### config.mk
export PLATFORM = sky130hd
export DESIGN_NAME = gpio_bitbang_ctrl
export DESIGN_NICKNAME = d
export VERILOG_FILES = /design/src/rtl/gpio_pkg.sv /design/src/rtl/gpio_regfile.sv /design/src/rtl/gpio_clk_edge.sv /design/src/rtl/gpio_bitbang_ctrl.sv
export SDC_FILE = /design/constraint.sdc
export NUM_CORES = 2
export LEC_CHECK = 0
export ABC_AREA = 1
export ABC_CLOCK_PERIOD_IN_PS = 1540
export BUFFER_PORTS_ARGS = -buffer_cell sky130_fd_sc_hd__buf_2
export CAP_MARGIN = 20
export CORE_ASPECT_RATIO = 1.75
export CORE_MARGIN = 2
export CORE_UTILIZATION = 55
export CTS_CLUSTER_DIAMETER = 30
export DETAILED_ROUTE_END_ITERATION = 8
export GPL_TIMING_DRIVEN = 0
export PLACE_DENSITY_LB_ADDON = 0.3
export SLEW_MARGIN = 20
export SYNTH_ARGS = -nofsm -noshare
export SYNTH_HDL_FRONTEND = slang
export SYNTH_HIERARCHICAL = 1
export SYNTH_SLANG_ARGS = --single-unit
### constraint.sdc
create_clock -name clk -period 1.54 [get_ports clk]
set_input_delay 0.077 -clock clk [delete_from_list [all_inputs] [get_ports clk]]
set_output_delay 0.077 -clock clk [all_outputs]
set_load 0.02 [all_outputs]
### src/rtl/gpio_pkg.sv
package gpio_pkg;
  localparam int IDX_PA_OUT = 'h00;
  localparam int IDX_PA_IN  = 'h01;
  localparam int IDX_PA_OE  = 'h02;
  localparam int IDX_PD_OUT = 'h10;
  localparam int IDX_PD_IN  = 'h11;
  localparam int IDX_PD_OE  = 'h12;

  localparam int PA_READY_BIT = 7;
  localparam int PA_ALE_BIT   = 6;
  localparam int PA_CLE_BIT   = 5;
  localparam int PA_CE_BIT    = 4;
  localparam int PD_CLK_BIT   = 1;
  localparam int PD_DATA_BIT  = 4;

  // input view: driven bits masked by enables, with one pin ORed in
  function automatic logic [31:0] merge_input(input logic [31:0] out_w,
                                              input logic [31:0] oe_w,
                                              input logic pin,
                                              input int pin_bit);
    logic [31:0] r;
    r = out_w & oe_w;
    r[pin_bit] = r[pin_bit] | pin;
    return r;
  endfunction
endpackage

### src/rtl/gpio_regfile.sv
module gpio_regfile #(
  parameter int DW    = 32,
  parameter int NREG  = 23,
  parameter int IDX_W = 5
) (
  input  logic                      clk,
  input  logic                      rst_n,
  input  logic                      we,
  input  logic [IDX_W-1:0]          widx,
  input  logic [DW-1:0]             wdata,
  output logic [NREG-1:0][DW-1:0]   regs
);
  for (genvar i = 0; i < NREG; i++) begin : g_reg
    wire hit = we && (widx == IDX_W'(i));
    always_ff @(posedge clk) begin
      if (!rst_n)   regs[i] <= '0;
      else if (hit) regs[i] <= wdata;
    end
  end
endmodule

### src/rtl/gpio_clk_edge.sv
module gpio_clk_edge (
  input  logic clk,
  input  logic rst_n,
  input  logic wr_hit,
  input  logic cur_clk,
  input  logic new_clk,
  input  logic new_din,
  output logic edge_o,
  output logic lvl_o,
  output logic din_o
);
  wire toggle = wr_hit && (cur_clk != new_clk);

  always_ff @(posedge clk) begin
    if (!rst_n) begin
      edge_o <= 1'b0;
      lvl_o  <= 1'b0;
      din_o  <= 1'b0;
    end else begin
      edge_o <= toggle;
      if (toggle) begin
        lvl_o <= new_clk;
        din_o <= new_din;
      end
    end
  end

  // the stored clock bit (regfile) must agree with the level just issued
  AST_EDGE_LEVEL: assert property (@(posedge clk) disable iff (!rst_n)
    edge_o |-> lvl_o == cur_clk);
  AST_EDGE_NEEDS_WRITE: assert property (@(posedge clk) disable iff (!rst_n)
    !$past(wr_hit) |-> !edge_o);
  AST_EDGE_DATA: assert property (@(posedge clk) disable iff (!rst_n)
    toggle |=> din_o == $past(new_din));
endmodule

### src/rtl/gpio_bitbang_ctrl.sv
module gpio_bitbang_ctrl #(
  parameter int ADDR_W = 7,
  parameter int DW     = 32,
  parameter int NREG   = 23
) (
  input  logic              clk,
  input  logic              rst_n,
  input  logic              bus_we,
  input  logic              bus_re,
  input  logic [ADDR_W-1:0] bus_addr,
  input  logic [DW-1:0]     bus_wdata,
  output logic [DW-1:0]     bus_rdata,
  input  logic              flash_ready,
  output logic              flash_ale,
  output logic              flash_cle,
  output logic              flash_ce,
  input  logic              sens_dout,
  output logic              sens_edge,
  output logic              sens_clk_lvl,
  output logic              sens_din
);
  import gpio_pkg::*;

  localparam int IDX_W = ADDR_W - 2;

  function automatic logic [IDX_W-1:0] word_index(input logic [ADDR_W-1:0] a);
    return IDX_W'(a >> 2);
  endfunction

  wire [IDX_W-1:0] idx = word_index(bus_addr);
  logic [NREG-1:0][DW-1:0] regs;
  logic [DW-1:0] rd_word;

  gpio_regfile #(.DW(DW), .NREG(NREG), .IDX_W(IDX_W)) u_regs (
    .clk(clk), .rst_n(rst_n), .we(bus_we), .widx(idx),
    .wdata(bus_wdata), .regs(regs)
  );

  // flash control strobes come straight from port A output bits
  assign flash_ale = regs[IDX_PA_OUT][PA_ALE_BIT];
  assign flash_cle = regs[IDX_PA_OUT][PA_CLE_BIT];
  assign flash_ce  = regs[IDX_PA_OUT][PA_CE_BIT];

  wire pd_wr_hit = bus_we && (idx == IDX_W'(IDX_PD_OUT));

  gpio_clk_edge u_edge (
    .clk(clk), .rst_n(rst_n), .wr_hit(pd_wr_hit),
    .cur_clk(regs[IDX_PD_OUT][PD_CLK_BIT]),
    .new_clk(bus_wdata[PD_CLK_BIT]),
    .new_din(bus_wdata[PD_DATA_BIT]),
    .edge_o(sens_edge), .lvl_o(sens_clk_lvl), .din_o(sens_din)
  );

  always_comb begin
    rd_word = '0;
    for (int i = 0; i < NREG; i++)
      if (idx == IDX_W'(i)) rd_word = regs[i];
    if (idx == IDX_W'(IDX_PA_IN))
      rd_word = merge_input(regs[IDX_PA_OUT], regs[IDX_PA_OE], flash_ready, PA_READY_BIT);
    else if (idx == IDX_W'(IDX_PD_IN))
      rd_word = merge_input(regs[IDX_PD_OUT], regs[IDX_PD_OE], sens_dout, PD_DATA_BIT);
  end

  always_ff @(posedge clk) begin
    if (!rst_n)      bus_rdata <= '0;
    else if (bus_re) bus_rdata <= rd_word;
  end

  AST_FLASH_ALE: assert property (@(posedge clk) disable iff (!rst_n)
    (bus_we && idx == IDX_W'(IDX_PA_OUT)) |=> flash_ale == $past(bus_wdata[PA_ALE_BIT]));
  AST_PA_READY: assert property (@(posedge clk) disable iff (!rst_n)
    (bus_re && idx == IDX_W'(IDX_PA_IN) && flash_ready) |=> bus_rdata[PA_READY_BIT]);
  AST_PD_SENSE: assert property (@(posedge clk) disable iff (!rst_n)
    (bus_re && idx == IDX_W'(IDX_PD_IN) && sens_dout) |=> bus_rdata[PD_DATA_BIT]);
  AST_RDATA_HOLD: assert property (@(posedge clk) disable iff (!rst_n)
    !bus_re |=> $stable(bus_rdata));
  AST_UNMAPPED_ZERO: assert property (@(posedge clk) disable iff (!rst_n)
    (bus_re && idx >= IDX_W'(NREG)) |=> bus_rdata == '0);
endmodule

**After elaboration in Yosys (flattened, before gate mapping)**

Cells that the tools add are included.
W data, S select, Z words.

- Equality and inequality tests: 23
- Multiplexer cells: 23
- Bitwise gates (word level): 4
- Reduce and logical (&&, ||, !) cells: 23

Operator list:

| cell | count |
|---|---|
| $mux W32 | 23 |
| $and A32 B32 Y32 | 2 |
| $eq A5 B4 Y1 const B | 8 |
| $eq A5 B5 Y1 const B | 7 |
| $logic_and A1 B1 Y1 | 22 |
| $eq A5 B3 Y1 const B | 4 |
| $eq A5 B2 Y1 const B | 2 |
| $eq A5 B1 Y1 const B | 1 |
| $logic_not A5 Y1 | 1 |
| $or A1 B1 Y1 | 2 |
| $ne A1 B1 Y1 | 1 |

- Register bits: 707
- Bits of input ports: 45
- Output and inout bits: 38
- Logic and storage cells: 98

**Longest topological paths before layout**

- Depth in word-level cells: 24
- Gate-level depth with buffers: 21

**Modules after synthesis**

The synthesis kept the hierarchy.

Modules (own cells, without submodules):

| module | instances | cells an instance | area an instance (µm²) |
|---|---|---|---|
| gpio_regfile | 1 | 5,146 | 32,223.4 |
| gpio_bitbang_ctrl | 1 | 1,649 | 7,465.9 |
| gpio_clk_edge | 1 | 20 | 136.4 |

**Worst setup path before layout**

Ideal clock, no wire load.

- Kind: input -> register
- From: in bus_addr[6]
- To: reg bus_rdata[26]
- Setup time: 0.117 ns
- Data arrival time: 1.497 ns
- Setup slack: -0.075 ns
- Cell stages on the path: 14
- Buffers on the path: 1
- Cell sequence: inv_2 -> nand3_1 -> nor2_2 -> inv_2 -> clkbuf_1 -> or2_1 -> nand2_1 -> nand4_1 -> nor2_1 -> nand4_1 -> nand2_1 -> nand4_1 -> nor2_1 -> nor2_1

- Longest elaborated chain between the ends: 24
- Elaborated cells between the ends (all ways): 46

RTL lines:

| element | line | RTL |
|---|---|---|
| from (decl) | gpio_bitbang_ctrl.sv:10 | `input logic [ADDR_W-1:0] bus_addr,` |
| $logic_not A5 Y1 | gpio_bitbang_ctrl.sv:57 | `if (idx == IDX_W'(i)) rd_word = regs[i];` |
| $mux W32 (21 in series) | gpio_bitbang_ctrl.sv:57 |  |
| $mux W32 | gpio_bitbang_ctrl.sv:60 | `else if (idx == IDX_W'(IDX_PD_IN))` |
| $mux W32 (*) | gpio_bitbang_ctrl.sv:58 | `if (idx == IDX_W'(IDX_PA_IN))` |
| to (signal assigned) | gpio_bitbang_ctrl.sv:66 | `else if (bus_re) bus_rdata <= rd_word;` |
| to (decl) | gpio_bitbang_ctrl.sv:12 | `output logic [DW-1:0] bus_rdata,` |

Every way passes the cells marked *; elsewhere a longest branch is shown, timed or not.
A chain may end at the register's enable or synchronous reset.

**Worst setup path after layout**

- From: reg u_regs/regs[20] (netlist bit)
- To: reg bus_rdata[20]

- Longest elaborated chain between the ends: 23
- Elaborated cells between the ends (all ways): 24

RTL lines:

| element | line | RTL |
|---|---|---|
| from (decl) | gpio_regfile.sv:11 | `output logic [NREG-1:0][DW-1:0] regs` |
| from (signal, indexed assignment) | gpio_regfile.sv:17 | `else if (hit) regs[i] <= wdata;` |
| $mux W32 (21 in series) | gpio_bitbang_ctrl.sv:57 |  |
| $mux W32 | gpio_bitbang_ctrl.sv:60 |  |
| $mux W32 (*) | gpio_bitbang_ctrl.sv:58 |  |

Marked as above.

==> results.sh <==
export IMPL_ant_nets=0
export IMPL_min_to="u_regs/regs[735]"
export IMPL_drv_slew=0
export IMPL_nNetsFinal=6665
export IMPL_r2r_slack_ns=-2.08
export IMPL_syn_num_nets=6389
export IMPL_antenna_found_initial=9
export IMPL_cp_arrival_ns=4.21
export IMPL_cp_slowest_cell="nand4_1"
export IMPL_wl_per_cell_um=23.0
export IMPL_max_slew_worst_pin_slew_ns=1.32
export IMPL_ys_warn_count=6
export IMPL_die_h_um=347
export IMPL_clk_pin_slew_ns=0.06
export IMPL_layout_common_cells="nand2_1, nor2_1, inv_1"
export IMPL_synthToLayoutAreaGrowth_pct=21.2
export IMPL_dp_hpwl_um=125000
export IMPL_syn_inst=6344
export IMPL_cts_max_level=3
export IMPL_min_from="bus_addr[2]"
export IMPL_critical_path_required_ns=2.13
export IMPL_cts_buffer_depth=3
export IMPL_syn_area_per_cell_sq_um=5.82
export IMPL_powerDensity_mw_per_mm2=1120
export IMPL_cts_buffers=118
export IMPL_drv_cap=0
export IMPL_max_stage_delay_ns=0.74
export IMPL_cts_sinks=707
export IMPL_layout_cells_non_filler=7622
export IMPL_drive_above_1_share=0.129
export IMPL_root_buffer="clkbuf_16"
export IMPL_place_area_sq_mm=0.0385
export IMPL_period_share=2.35
export IMPL_route_detailed_drc=0
export IMPL_r2r_start="u_regs/regs[20]"
export IMPL_finalSetupViolCount=38
export IMPL_grt_pass1_wl_um=256000
export IMPL_worstHoldPathType="in2reg"
export IMPL_finalCriticalPeriod_ns=3.62
export IMPL_fin_area_sq_mm=0.0448
export IMPL_grt_max_degree=17
export IMPL_grt_pass1_vias=38100
export IMPL_violations="setup timing"
export IMPL_cts_tree="built"
export IMPL_netlist_area_sq_mm=0.0369
export IMPL_fp_coreArea_sq_mm=0.0665
export IMPL_start_util=0.556
export IMPL_rsz0062_at_grt="yes"
export IMPL_fmax_mhz=276
export IMPL_worst_path_most_repeated_cell="nand4_1"
export IMPL_die_x_um=200
export IMPL_critPathKind="reg2reg"
export IMPL_overflow=0
export IMPL_startpoint_type="flop"
export IMPL_power_total_w=0.0500
export IMPL_fin_ws_ns=-2.08
export IMPL_hold_violations=0
export IMPL_gp_congestion=1.10
export IMPL_wirelength_um=175000
export IMPL_ios=83
export IMPL_via_per_inst=5.39
export IMPL_cp_cell_sequence="nand2_2 > nand2_2 > nor2_4 > nand4_1 > nor2_4 > nand4_1 > nand2_1 > nand4_1 > nor2_2 > nand4_1 > nand2_1 > nand4_1 > nor2_2 > nor2_1"
export IMPL_ff2ff_path_depth=14
export IMPL_final_common_cell="nand2_1"
export IMPL_regToRegEndpoint="bus_rdata[20]"
export IMPL_whs_path_depth=5
export IMPL_clock_latency_ns=0.71
export IMPL_die_area_sq_mm=0.0693
export IMPL_worst_setup_path_end_kind="flop"
export IMPL_io_buffers=80
export IMPL_total_leakage_power_nw=21.6
export IMPL_status="finished with violations"
export IMPL_track_usage=0.515
export IMPL_max_vdd_ir_drop_v=0.00112
export IMPL_critPathMaxFanout=3
export IMPL_slew_headroom=0.119
export IMPL_vias=41100
export IMPL_dr_pass1_iters=7
export IMPL_nFillCells=6213
export IMPL_drt_first_iter_violations=5373
export IMPL_dp_cells=7314
export IMPL_finClkSkew_ns=0.0247
export IMPL_rows=125
export IMPL_dp_slack_ns=-2.79
## layout make-up
class	count	area (sq um)	area share
flip-flops and latches	707	14200	0.318
inverters	1179	4430	0.0989
clock inverters	77	830	0.0185
repair buffers	157	1150	0.0257
clock buffers	144	3230	0.0722
diodes	12	30.0	0.000671
multi-input cells	4074	18100	0.404
plain buffers	383	1680	0.0375
well taps	889	1110	0.0248
## state kept, by name, summed over array words and instances, names as in the netlist
| name | count |
|---|---|
| u_edge/lvl_o | 1 |
| bus_rdata | 32 |
| u_edge/edge_o | 1 |
| u_regs/regs | 672 |
| u_edge/din_o | 1 |
## power by group
group	internal [W]	switching [W]
Sequential	0.0186	0.000169
Combinational	0.000969	0.00326
Clock	0.0168	0.0102
## routing by layer
layer  wire, um  vias up  track usage  part of all wire
met5         43        -            0           0.00025
met4      24000        6        0.555              0.14
met3      17800      956        0.174              0.10
met2      78500     2539        0.802              0.45
met1      54700    18300        0.510              0.31
li1           -    19200            -                 -
## worst max-delay path by stage
stage                               end  depth (start not counted)       startpoint  slack, ns
after global placement    bus_rdata[16]                         19      bus_addr[2]      -2.83
after global routing      bus_rdata[20]                         14  u_regs/regs[20]      -1.91
after floorplan            bus_rdata[6]                         15      bus_addr[3]     -0.006
after CTS                 bus_rdata[16]                         14  u_regs/regs[16]      -1.74
final                     bus_rdata[20]                         14  u_regs/regs[20]      -2.08
after detailed placement  bus_rdata[16]                         19      bus_addr[3]      -2.79
## timing repair
action | CTS | global route
setup endpoints to repair | 73 | 208
hold buffers | 56 | 0
pin swaps | 198 | 212
gates resized for setup | 327 | 151
endpoints found under the hold margin | 194 | 0
buffers inserted | 16 | 3
gates cloned | 0 | 0
## worst max-delay path, delay by kind of cell (launching register included)
| family | cells | cell delay, ns |
|---|---|---|
| AND/OR/NAND/NOR | 14 | 3.16 |
| flip-flops | 1 | 0.33 |
## stage by stage
step / util / hold slack, ns / setup TNS [ns]
global placement: 0.579 / 0.405 / -376.60
detailed placement: 0.579 / 0.407 / -369.88
CTS: 0.666 / 0.00121 / -36.66
finish: 0.674 / 0.0201 / -43.32
floorplan: - / 0.198 / -0.00591
global route: 0.673 / 0.0251 / -44.78
(Power assumes the default switching activity.)
